## config.mk

```make
export PLATFORM = sky130hd
export DESIGN_NAME = ldrpl_sel
export DESIGN_NICKNAME = d
export VERILOG_FILES = /design/src/rtl/ldrpl_pkg.sv /design/src/rtl/ldrpl_age.sv /design/src/rtl/ldrpl_win.sv /design/src/rtl/ldrpl_sel.sv
export SDC_FILE = /design/constraint.sdc
export NUM_CORES = 1
export LEC_CHECK = 0
export BUFFER_PORTS_ARGS = -buffer_cell sky130_fd_sc_hd__buf_2
export CAP_MARGIN = 15
export CORE_MARGIN = 4
export CORE_UTILIZATION = 60
export CTS_CLUSTER_DIAMETER = 40
export DETAILED_ROUTE_END_ITERATION = 6
export GPL_TIMING_DRIVEN = 0
export HOLD_SLACK_MARGIN = 0.03
export PLACE_DENSITY = 0.78
export SLEW_MARGIN = 20
export SYNTH_ARGS = -nofsm -noshare
export SYNTH_HDL_FRONTEND = slang
export SYNTH_SLANG_ARGS = --single-unit
```

## constraint.sdc

```tcl
create_clock -name clk -period 4.1 [get_ports clk]
set_clock_uncertainty 0.1 [all_clocks]
set_input_delay 0.82 -clock clk [delete_from_list [all_inputs] [get_ports clk]]
set_output_delay 0.82 -clock clk [all_outputs]
set_load 0.005 [all_outputs]
```

## src/rtl/ldrpl_pkg.sv

```systemverilog
package ldrpl_pkg;
    typedef enum logic {
        S_IDLE  = 1'b0,
        S_OFFER = 1'b1
    } sel_state_t;

    localparam logic [1:0] CAUSE_DATA = 2'd0;
endpackage

```

## src/rtl/ldrpl_age.sv

```systemverilog
module ldrpl_age #(
    parameter int DEPTH  = 8,
    localparam int SLOT_W = $clog2(DEPTH)
) (
    input  logic              clk,
    input  logic              rst_n,
    input  logic              flush,
    input  logic              enq_fire,
    input  logic [SLOT_W-1:0] enq_slot,
    input  logic [DEPTH-1:0]  valid_vec,
    input  logic [DEPTH-1:0]  free_vec,
    input  logic [DEPTH-1:0]  mask_data,
    input  logic [DEPTH-1:0]  mask_any,
    output logic [DEPTH-1:0]  hot_data,
    output logic [DEPTH-1:0]  hot_any
);
    // older[i][j] set: slot i entered before slot j
    logic [DEPTH-1:0][DEPTH-1:0] older;
    logic [DEPTH-1:0][DEPTH-1:0] col;

    always_ff @(posedge clk) begin
        if (!rst_n || flush) begin
            older <= '0;
        end else begin
            for (int i = 0; i < DEPTH; i++) begin
                for (int j = 0; j < DEPTH; j++) begin
                    if (free_vec[i] || free_vec[j])
                        older[i][j] <= 1'b0;
                    else if (enq_fire && SLOT_W'(i) == enq_slot)
                        older[i][j] <= 1'b0;
                    else if (enq_fire && SLOT_W'(j) == enq_slot)
                        older[i][j] <= valid_vec[i];
                end
            end
        end
    end

    always_comb begin
        for (int i = 0; i < DEPTH; i++)
            for (int j = 0; j < DEPTH; j++)
                col[i][j] = older[j][i];
    end

    generate
        for (genvar g = 0; g < DEPTH; g++) begin : g_pick
            assign hot_data[g] = mask_data[g] & ~|(mask_data & col[g]);
            assign hot_any[g]  = mask_any[g]  & ~|(mask_any  & col[g]);
        end
    endgenerate
endmodule

```

## src/rtl/ldrpl_win.sv

```systemverilog
module ldrpl_win #(
    parameter int DEPTH  = 8,
    parameter int IDX_W  = 4,
    parameter int WIN    = 4,
    localparam int SLOT_W = $clog2(DEPTH),
    localparam int QW     = IDX_W + 1
) (
    input  logic [DEPTH-1:0]         elig,
    input  logic [DEPTH-1:0][QW-1:0] ent_idx,
    input  logic [QW-1:0]            oldest_ptr,
    output logic                     hit,
    output logic [SLOT_W-1:0]        slot
);
    logic [WIN-1:0][QW-1:0] target;

    generate
        for (genvar k = 0; k < WIN; k++) begin : g_off
            assign target[k] = oldest_ptr + QW'(k);
        end
    endgenerate

    // scanned from the far end so offset 0 and the lowest slot land last
    always_comb begin
        hit  = 1'b0;
        slot = '0;
        for (int k = WIN - 1; k >= 0; k--) begin
            for (int s = DEPTH - 1; s >= 0; s--) begin
                if (elig[s] && ent_idx[s] == target[k]) begin
                    hit  = 1'b1;
                    slot = SLOT_W'(s);
                end
            end
        end
    end
endmodule

```

## src/rtl/ldrpl_sel.sv

```systemverilog
module ldrpl_sel
    import ldrpl_pkg::*;
#(
    parameter int DEPTH  = 8,
    parameter int IDX_W  = 4,
    parameter int WIN    = 4,
    localparam int SLOT_W = $clog2(DEPTH),
    localparam int QW     = IDX_W + 1
) (
    input  logic              clk,
    input  logic              rst_n,
    input  logic              flush,
    input  logic              enq_valid,
    input  logic [QW-1:0]     enq_idx,
    input  logic [1:0]        enq_cause,
    output logic              enq_ready,
    input  logic [DEPTH-1:0]  wake,
    input  logic              res_valid,
    input  logic [SLOT_W-1:0] res_slot,
    input  logic              res_replay,
    input  logic [1:0]        res_cause,
    input  logic [QW-1:0]     oldest_ptr,
    output logic              iss_valid,
    input  logic              iss_ready,
    output logic [SLOT_W-1:0] iss_slot,
    output logic [QW-1:0]     iss_idx
);
    logic [DEPTH-1:0]         ent_valid, ent_ready, ent_fly;
    logic [DEPTH-1:0][1:0]    ent_cause;
    logic [DEPTH-1:0][QW-1:0] ent_idx;

    logic [DEPTH-1:0]  elig, data_mask, free_vec, hot_data, hot_any;
    logic [SLOT_W-1:0] alloc_slot, hold_slot, pick_slot, age_slot;
    logic              enq_fire, acc, win_hit;
    logic [SLOT_W-1:0] win_slot;
    sel_state_t        state, state_nx;
    logic              capture;

    assign enq_ready = ~&ent_valid;
    assign enq_fire  = enq_valid & enq_ready & ~flush;
    assign acc       = (state == S_OFFER) & iss_ready & ~flush;

    always_comb begin
        alloc_slot = '0;
        for (int i = DEPTH - 1; i >= 0; i--)
            if (!ent_valid[i]) alloc_slot = SLOT_W'(i);
    end

    always_comb begin
        for (int i = 0; i < DEPTH; i++) begin
            elig[i]      = ent_valid[i] & ent_ready[i] & ~ent_fly[i];
            data_mask[i] = elig[i] & (ent_cause[i] == CAUSE_DATA);
            free_vec[i]  = res_valid & ~res_replay & (res_slot == SLOT_W'(i))
                           & ent_valid[i] & ent_fly[i];
        end
    end

    // per-slot state
    generate
        for (genvar g = 0; g < DEPTH; g++) begin : g_ent
            always_ff @(posedge clk) begin
                if (!rst_n || flush) begin
                    ent_valid[g] <= 1'b0;
                    ent_ready[g] <= 1'b0;
                    ent_fly[g]   <= 1'b0;
                    ent_cause[g] <= '0;
                    ent_idx[g]   <= '0;
                end else if (res_valid && res_slot == SLOT_W'(g)
                             && ent_valid[g] && ent_fly[g]) begin
                    ent_fly[g]   <= 1'b0;
                    ent_ready[g] <= 1'b0;
                    if (res_replay) ent_cause[g] <= res_cause;
                    else            ent_valid[g] <= 1'b0;
                end else if (acc && hold_slot == SLOT_W'(g)) begin
                    ent_fly[g]   <= 1'b1;
                    ent_ready[g] <= 1'b0;
                end else if (enq_fire && alloc_slot == SLOT_W'(g)) begin
                    ent_valid[g] <= 1'b1;
                    ent_ready[g] <= 1'b0;
                    ent_fly[g]   <= 1'b0;
                    ent_cause[g] <= enq_cause;
                    ent_idx[g]   <= enq_idx;
                end else if (wake[g] && ent_valid[g] && !ent_fly[g]) begin
                    ent_ready[g] <= 1'b1;
                end
            end
        end
    endgenerate

    ldrpl_age #(.DEPTH(DEPTH)) u_age (
        .clk       (clk),
        .rst_n     (rst_n),
        .flush     (flush),
        .enq_fire  (enq_fire),
        .enq_slot  (alloc_slot),
        .valid_vec (ent_valid),
        .free_vec  (free_vec),
        .mask_data (data_mask),
        .mask_any  (elig),
        .hot_data  (hot_data),
        .hot_any   (hot_any)
    );

    ldrpl_win #(.DEPTH(DEPTH), .IDX_W(IDX_W), .WIN(WIN)) u_win (
        .elig       (elig),
        .ent_idx    (ent_idx),
        .oldest_ptr (oldest_ptr),
        .hit        (win_hit),
        .slot       (win_slot)
    );

    always_comb begin
        age_slot = '0;
        for (int i = 0; i < DEPTH; i++) begin
            if (|data_mask) begin
                if (hot_data[i]) age_slot = SLOT_W'(i);
            end else if (hot_any[i]) begin
                age_slot = SLOT_W'(i);
            end
        end
        pick_slot = win_hit ? win_slot : age_slot;
    end

    // state register
    always_ff @(posedge clk) begin
        if (!rst_n) begin
            state     <= S_IDLE;
            hold_slot <= '0;
        end else begin
            state <= state_nx;
            if (capture) hold_slot <= pick_slot;
        end
    end

    // next state and outputs
    always_comb begin
        state_nx = state;
        capture  = 1'b0;
        unique case (state)
            S_IDLE: begin
                if (!flush && |elig) begin
                    state_nx = S_OFFER;
                    capture  = 1'b1;
                end
            end
            S_OFFER: begin
                if (flush || iss_ready) state_nx = S_IDLE;
            end
            default: state_nx = S_IDLE;
        endcase
        iss_valid = (state == S_OFFER) && !flush;
        iss_slot  = hold_slot;
        iss_idx   = ent_idx[hold_slot];
    end
endmodule

```

== Word-level counts from Yosys, hierarchy flattened ==
Index checks and enable logic that the tools add are counted.

* Bits in registers: 133
* Input port bits: 32
* Logic and storage cells: 738

* Add/subtract/negate cells: 3
* Order comparisons: 1
* Equality and inequality tests: 84
* Multiplexer cells: 166
* Bitwise gates (word level): 108
* Reduce and logical (&&, ||, !) cells: 285

{| class="wikitable"
|+ Operators by type and width
! operator !! number
|-
| $mux 3 || 60
|-
| $eq 5x5->1 || 32
|-
| $reduce_or 3->1 || 49
|-
| $reduce_or 8->1 || 16
|-
| $logic_and 1x1->1 || 97
|-
| $and 8x8->8 || 12
|-
| $mux 1 || 78
|-
| $reduce_and 3->1 || 24
|-
| $and 1x1->1 || 67
|-
| $mux 2 || 25
|-
| $ne 2x2->1 const B || 24
|-
| $eq 3x3->1 const B || 12
|-
| $reduce_bool 2->1 || 16
|-
| $reduce_or 4->1 || 8
|-
| $logic_or 1x1->1 || 30
|-
| $not 1->1 || 27
|-
| $logic_not 1->1 || 25
|-
| $eq 3x2->1 const B || 6
|-
| $and 8x7->8 || 2
|-
| $logic_not 2->1 || 8
|-
| $reduce_or 2->1 || 8
|-
| $bmux 5 s3 || 1
|-
| $eq 3x3->1 const A || 4
|-
| $add 5x2->5 const B || 2
|-
| 9 further kinds || 14
|}

== Longest topological paths before layout ==
Gate-level depths: netlist of the first run.

* Depth in word-level cells: 36
* Depth in mapped cells: 13
* Gate-level depth less buffers: 11

== Modules after synthesis ==
Synthesis of the first run repeated with hierarchy kept, for this count alone.

* Cell total of the unflattened synthesis: 1,141
* Area, all modules: 10,099.7 um2

{| class="wikitable"
|+ By module, submodules not included
! module !! times used !! cells an instance !! area each (um2) !! sequential area each (um2)
|-
| ldrpl_sel || 1 || 505 || 4,519.3 || 1,681.6
|-
| ldrpl_age || 1 || 304 || 3,027.9 || 1,121.1
|-
| ldrpl_win || 1 || 332 || 2,552.4 || 0.0
|}

== Worst setup path before layout of the first run ==
No wires, ideal clock.

* Path kind: in2reg
* Start: input oldest_ptr[0]
* End: register hold_slot[0] (netlist: iss_slot[0])
* Library setup time: 0.116 ns
* Arrival: 3.236 ns
* Required time: 3.884 ns
* Setup slack: 0.648 ns
* Cell stages on the path: 12
* Path buffers: 2
* Cell sequence: buf_2 inv_1 ha_1 clkbuf_1 xnor2_1 or4_1 or2_2 o21bai_1 o211ai_1 a211oi_1 o41ai_1 o211a_1

* Word-level cells in the longest chain between the ends: 36

{| class="wikitable"
|+ RTL lines
! element !! RTL line !! source
|-
| start, declared || ldrpl_sel.sv:22 || <nowiki>input logic [QW-1:0] oldest_ptr,</nowiki>
|-
| $add 5x2->5 || ldrpl_win.sv:18 || <nowiki>assign target[k] = oldest_ptr + QW'(k);</nowiki>
|-
| $eq 5x5->1 || ldrpl_win.sv:28 || <nowiki>if (elig[s] && ent_idx[s] == target[k]) begin</nowiki>
|-
| $logic_and 1x1->1 || ldrpl_win.sv:28 ||
|-
| $mux 3 / $mux 1 (equally long branches) (32 in a row) || ldrpl_win.sv:28 ||
|-
| $mux 3 * || ldrpl_sel.sv:121 || <nowiki>pick_slot = win_hit ? win_slot : age_slot;</nowiki>
|-
| end signal, assigned || ldrpl_sel.sv:131 || <nowiki>if (capture) hold_slot <= pick_slot;</nowiki>
|-
| end, declared || ldrpl_sel.sv:33 || <nowiki>logic [SLOT_W-1:0] alloc_slot, hold_slot, pick_slot, age_slot;</nowiki>
|}

Mark *: on every way between the ends. The rest lies on a longest branch, timed or not.
A chain may end at the register's enable or synchronous reset.

== Final worst setup path of the first run ==
Ends and elaborated chain as after synthesis.

==> metrics, run 1 <==
worst path cell trace=buf_2, buf_2, inv_1, ha_1, clkbuf_1, xnor2_1, or4_1, or2_2, o21bai_1, o211ai_1, a211oi_1, o41ai_1, o211a_1; share of the synthesized area in the top cell type=30.7%; Post-DP HPWL=22700 µm; Syn Area/Cell=8.03 µm²; Nets=1165; CTS root buf=clkbuf_16; Skew-Pair Late Insertion Delay=0.45 ns; die area=0.0164 mm²; global-route wire length before repair=47100 µm; Worst path top cell family by delay=buffers and inverters; H-tree depth=4; Multi-input gate area=0.00562 mm²; mux cell area share after synthesis=11.5%; layout cells sized above 1=10.7%; routed len/inst=23.2 µm; met3 Use GR=10.6%; DP Cell Count=1290; slowest CP cell=or4_1; violation count after the first detailed-route iteration=1373; TritonRoute pass-1 iters=6; Post-Layout Cell Count=1322; flops & latches, synth=133; initial antenna violation count=0; ranking of synthesized cells by area=dfxtp_1, mux2i_1, nor2_1, xnor2_1, nand2_1; post-synthesis cell count=1080; Synth Area in Adders=0.577%; cell area after layout=0.00967 mm²; DRC viols=0; final hold vios=0; met1 Usage GRT=55.2%; Die H=128 µm; top_reg_cell synth=dfxtp_1; FP Rows=43; Critical Path End Type=register; final wirelength=30700 µm; synth warn=0; most frequent cells in the layout=nor2_1, dfxtp_1, nand2_1, mux2i_1, nor3_1; Post-Synth Simple-Gate Area=28.5%; gr usage total=37.4%; fin. max-slew vios=0; Placer Congestion=0.995; crit path kind=in2reg; Post-synth EDFFs=0; Slew Limit Headroom=19.5%; Diodes inserted=0; switching part of the total power=29.2%; register area share after synthesis=30.7%; pin count of the biggest net entering global routing=18; grt ovf=0; status=completed; FF/Latch Area=0.00266 mm²; Hold Crit Class=reg2reg; clock share of power=49.8%; grt met2 use=50.9%; post-CTS setup buffer count=0; global route hottest layer=met1; Synth cell types=78; CTS tree=yes; Max FO, Critical Path=10; RSZ-0062 raised after global routing=no; DP Area=0.00906 mm²; Req. time, crit path=4.33 ns; Tcrit/Tclk final=91.1%; crit-path max cell delay=0.57 ns; final setup fails=0; Final min period=3.73 ns; Clock Path Buffers=2; vias in the first global route=8205; worst slew pin tran=1.20 ns; Synth Area in Compound Gates=14.8%; Post-Syn Nets=1116; top cell type by total area after synthesis=dfxtp_1; I/O pin count=42; vias per cell=6.83; Gate power share=8.6%; CTS Hold Bufs=0; pwr dens=322 mW/mm²; Final ANT Viol Nets=0; post-CTS sizing=0; Clk pin slew, worst setup/hold paths=0.07 ns; Area growth, synth to finish=11.4%; mapped cell area=0.00867 mm²; Starting Density=61.8%; Post-synth ARST share=0%; Most Frequent Cell on Critical Path=buf_2; Peak VDD IR=0.000318 V; Overall Power=3120 µW; Post-Synth XOR/XNOR Area=9.26%; CP arrival=3.96 ns; sequential group share of total power=41.6%; dpl ws=-0.0378 ns; Max Freq=0.268 GHz; largest family of logic cells by synthesized area=simple AND/OR/NAND/NOR gates; PortBufs=30; max-cap viol count=0; Setup WS post-layout=0.365 ns; Vias=9025; fillers=1168; die width=128 µm; commonest non-fill, non-tap cell in the layout=nor2_1; P_sw=909 µW; CTS sink cnt=133; core area=0.0140 mm²; leakage power=0.00351 µW; critical path startpoint category=input port; Worst Path Buf+Inv=4; P_int=2210 µW; Inserted Clock Buffers=17
-- worst register-to-register path: stages, from the launching register on --
cell and delay, ns:
dfxtp_1 0.34, clkbuf_1 0.39, and3b_1 0.33, clkbuf_1 0.51
nand2_1 0.15, o41ai_1 0.89, nor4_1 0.14, nand3_1 0.15
o211ai_1 0.11, a41oi_1 0.32
-- metrics by stage --
| step | setup TNS (ns) | utilization [%] | hold slack, ns |
|---|---|---|---|
| finish | 0 | 68.8 | 0.395 |
| global route | 0 | 68.8 | 0.428 |
| CTS | 0 | 68.8 | 0.396 |
| detailed placement | -0.0378 | 64.5 | 0.379 |
| global placement | -0.0495 | 64.4 | 0.369 |
| floorplan | 0 | - | 0.356 |
-- Yosys cell counts (all sizes together) (3+ instances only) --
cell	instances
clkbuf	53
and3b	8
o21bai	3
dfxtp	133
xor2	37
ha	4
inv	24
o31a	3
o22ai	9
a22oi	20
mux4	10
o211ai	7
mux2i	67
nor2b	13
nor4b	4
a32oi	11
nand4	23
nor3	62
a2111oi	4
a211oi	9
nand2	96
a31oi	11
a221oi	3
a21oi	35
nand2b	10
and2	3
o211a	4
o221a	3
nand3b	18
and4b	6
nor2	146
or2	8
a22o	5
or4	6
mux2	9
xnor2	53
buf	19
o21ai	21
or3	6
a32o	3
nor4	33
nand3	42
a21boi	4
o21a	4
-- cell type report --
type                       count  share of cell area (%)
sequential                   133                    27.5
clock inverter                15                    1.88
timing repair buffer          30                    1.55
inverter                      25                   0.971
tap                          180                    2.33
clock buffer                  17                    4.40
multi-input combinational    850                    58.1
buffer                        72                    3.22
-- routing by layer --
layer  wire (µm)  vias up
li1            -     4019
met1       13000     4171
met2       12200      714
met3        4300      121
met4        1190        0
met5           0        -
-- flip-flops by register name, indices dropped and copies added, names as in the netlist --
register	cells
ent_ready	8
ent_valid	8
state	1
ent_fly	8
iss_slot	3
ent_cause	16
ent_idx	40
u_age.col	49
-- power groups by stage --
| stage | Combinational [µW] | Clock [µW] | Sequential [µW] |
|---|---|---|---|
| finish | 269 | 1550 | 1300 |
| global route | 288 | 1610 | 1300 |
| CTS | 262 | 1550 | 1300 |
| detailed placement | 261 | 0 | 1330 |
| global placement | 258 | 0 | 1330 |
| floorplan | 186 | 0 | 1320 |
-- cells by family after synthesis --
| kind of cell | Yosys count |
|---|---|
| AND/OR/NAND/NOR | 493 |
| AO/OA/AOI/OAI | 177 |
| flip-flops | 133 |
| buffers and inverters | 97 |
| XOR/XNOR | 90 |
| multiplexers | 86 |
| adder cells (fa/ha/maj) | 4 |
-- final timing paths --
kind	startpoint	endpoint	slack [ns]	cells past startpoint
min reg2reg	ent_cause[5]$_SDFFE_PP0P_	ent_cause[5]$_SDFFE_PP0P_	0.40	2
min	ent_cause[5]$_SDFFE_PP0P_	ent_cause[5]$_SDFFE_PP0P_	0.40	2
max reg2reg	ent_valid[1]$_SDFFE_PP0P_	iss_slot[1]$_SDFFE_PN0P_	0.55	9
max	oldest_ptr[0]	iss_slot[0]$_SDFFE_PN0P_	0.37	13
No activity file was read; power rests on OpenSTA's default activity.
==> inputs of run 2 (changes only) <==
- ABC_AREA: unset -> 1
- ABC_CLOCK_PERIOD_IN_PS: unset -> 4100
- GPL_TIMING_DRIVEN: 0 -> 1
==> run 2 against run 1 <==
  * Final area grew 2.8%
  * Non-clock buffer count is 8 lower
  * Highest routed layer unchanged
  * Setup slack better by 0.14 ns
  * Synthesized cell count up 24%
  * Routed wire length increased by 8.5%
  * Critical path type is now reg2reg
  * Global-route usage rose by 2.5 points
  * Via count grew 11%
  * Clock power down 5%
  * First-iteration DRC count increased by 16%
  * Flip-flop and latch count is the same
  * Sequential share of layout area fell by 0.75 points
  * Clock-buffer cell count is 2 higher
  * Largest power group unchanged
==> metrics, run 2 <==
switching part of the total power=28.1% (-1.1 points); Vias=9990 (+11%); synth warn=0 (unchanged); commonest non-fill, non-tap cell in the layout=nand2_1; final hold slack=0.362 ns (-0.0336 ns); Peak VDD IR=0.000407 V (+28%); FP Rows=43 (unchanged); I/O pin count=42 (unchanged); clock share of power=47.6% (-2.2 points); H-tree depth=4 (unchanged); CTS sink cnt=133 (unchanged); register area share after synthesis=30.5% (-0.22 points); Syn Area/Cell=6.53 µm² (-19%); fin. max-slew vios=0 (unchanged); Final min period=3.59 ns (-0.144 ns); CTS Hold Bufs=0 (unchanged); Final ANT Viol Nets=0 (unchanged); Max FO, Critical Path=16 (+6); Die H=129 µm (+0.34%); Post-synth EDFFs=0 (unchanged); flops & latches, synth=133 (unchanged); most frequent cells in the layout=nand2_1, inv_1, nor2_1, dfxtp_1, o21ai_0; final wirelength=33300 µm (+8.5%); Post-DP HPWL=25400 µm (+12%); core area=0.0141 mm² (+0.38%); Req. time, crit path=4.35 ns (+0.02 ns); Inserted Clock Buffers=17 (unchanged); TNS Setup=0 ns (unchanged); CP arrival=3.85 ns (-0.11 ns); vias in the first global route=9017 (+9.9%); initial antenna violation count=0 (unchanged); PortBufs=41 (+37%); fillers=1252 (+7.2%); Skew-Pair Late Insertion Delay=0.44 ns (about the same); final hold vios=0 (unchanged); P_sw=869 µW (-4.4%); post-CTS sizing=0 (unchanged); DP Area=0.00937 mm² (+3.5%); status=completed; Starting Density=62.0% (+0.21 points); max FFs per register=49 (unchanged); gr usage total=39.9% (+2.5 points); Gate power share=10.3% (+1.7 points); pwr dens=311 mW/mm² (-3.6%); max-cap viol count=0 (unchanged); crit path kind=reg2reg; final setup fails=0 (unchanged); Critical Path End Type=register; Synth cell types=45 (-42%); die area=0.0166 mm² (+0.68%); RSZ-0062 raised after global routing=no; ranking of synthesized cells by area=dfxtp_1, nand2_1, inv_1, xor2_1, nor2_1; CTS tree=yes; layout cells sized above 1=10.7% (about the same); leakage power=0.00424 µW (+21%); routed len/inst=20.8 µm (-11%); Clk pin slew, worst setup/hold paths=0.06 ns (about the same); Area growth, synth to finish=13.7%; worst slew pin tran=0.931 ns (-0.266 ns); Post-synth ARST share=0% (unchanged); vias per cell=6.23 (-8.7%); pin count of the biggest net entering global routing=58 (+40); TritonRoute pass-1 iters=6 (unchanged); Post-Syn Nets=1373 (+23%); Nets=1446 (+24%); Diodes inserted=0 (unchanged); DRC viols=0 (unchanged); CTS root buf=clkbuf_16; Max Freq=0.278 GHz (+4.0%); Tcrit/Tclk final=87.6% (-3.5 points); P_int=2220 µW (+0.62%); Hold Crit Class=reg2reg; Commonest cells post-synth=nand2_1, inv_1, nor2_1; die width=129 µm (+0.34%); top_reg_cell synth=dfxtp_1; violation count after the first detailed-route iteration=1591 (+16%); post-synthesis cell count=1337 (+24%); most frequent cell after synthesis=nand2_1; Clock Path Buffers=2 (unchanged); sequential group share of total power=42.1% (+0.5 points); top cell type by total area after synthesis=dfxtp_1; Placer Congestion=1.07 (+7.9%); grt ovf=0 (unchanged); mapped cell area=0.00874 mm² (+0.72%); global-route wire length before repair=50300 µm (+6.8%); post-CTS setup buffer count=0 (unchanged); cell area after layout=0.00994 mm² (+2.8%); critical path startpoint category=register; share of the synthesized area in the top cell type=30.5% (-0.22 points); Slew Limit Headroom=37.3% (+18 points)
## run 2: cell count changes after synthesis, sizes merged, moves of 27 or more
cell / before / now
mux2i: 67 / 0
xnor2: 53 / 26
a21oi: 35 / 85
clkbuf: 53 / 25
o21ai: 21 / 88
xor2: 37 / 70
nor3: 62 / 27
nand2: 96 / 285
inv: 24 / 207
## run 2: cell families (layout without fill, tap and decap cells)
group	Yosys count	in the layout	share of synthesized area (%)
adders and majority gates	4	4	0.573
xor gates and xnor gates	96	96	9.80
AOI/OAI and AO/OA	302	302	21.0
buffers and inverters	253	339	11.4
and+or+nand+nor	549	549	26.7
DFF	133	133	30.5
## run 2: final timing paths
path,from,endpoint,slack (ns),depth (start not counted)
worst max-delay path,ent_valid[5]$_SDFFE_PP0P_,ent_cause[3]$_SDFFE_PP0P_,0.51,17
worst min-delay path,state$_SDFF_PN0_,state$_SDFF_PN0_,0.36,2
worst max register to register,ent_valid[5]$_SDFFE_PP0P_,ent_cause[3]$_SDFFE_PP0P_,0.51,17
worst min register to register,state$_SDFF_PN0_,state$_SDFF_PN0_,0.36,2
## run 2: power groups by stage
stage	sequential (µW)	clock (µW)	combinational, µW
after floorplan	1330	0	199
after global placement	1330	0	304
after detailed placement	1330	0	304
after CTS	1300	1460	306
after global routing	1300	1530	341
final	1300	1470	319
## run 2: final cells by class
| cell class | instances | area (µm²) | area share [%] |
|---|---|---|---|
| Clock inverter | 13 | 110 | 1.11 |
| Tap cell | 180 | 225 | 2.27 |
| Sequential cell | 133 | 2660 | 26.8 |
| Clock buffer | 19 | 453 | 4.56 |
| Inverter | 213 | 800 | 8.05 |
| Multi-Input combinational cell | 951 | 5080 | 51.2 |
| Timing Repair Buffer | 94 | 603 | 6.07 |
## run 2: routing by layer
layer | vias up | track usage, % | share of wire, % | routed length (µm)
met4 | 0 | 16.4 | 4.6 | 1540
met3 | 142 | 11.5 | 16 | 5360
met1 | 4482 | 57.9 | 40 | 13400
met5 | - | 0 | 0 | 0
met2 | 795 | 55.2 | 39 | 13000
li1 | 4571 | - | - | -
## run 2: worst max-delay path, cell delays in order (launching register included)
cell	delay, ns
dfxtp_1	0.35
inv_1	0.09
buf_4	0.19
a21oi_1	0.08
o21ai_0	0.21
nand2_1	0.14
a21oi_1	0.30
inv_1	0.10
nor2_1	0.13
inv_1	0.08
nor2_1	0.09
buf_4	0.23
inv_1	0.23
nor2_1	0.35
inv_2	0.19
a21oi_1	0.29
o21ai_0	0.15
a31oi_1	0.21
## run 2: stage by stage
stage / total power (µW) / std cells / utilization, % / setup WS (ns)
final: 3090 / 1603 / 70.5 / 0.509
after global routing: 3170 / 1603 / 70.5 / 0.195
after CTS: 3070 / 1603 / 70.5 / 0.601
after detailed placement: 1630 / 1571 / 66.5 / 0.171
after global placement: 1630 / 1571 / 66.5 / 0.226
after floorplan: 1530 / 1337 / - / 0.555
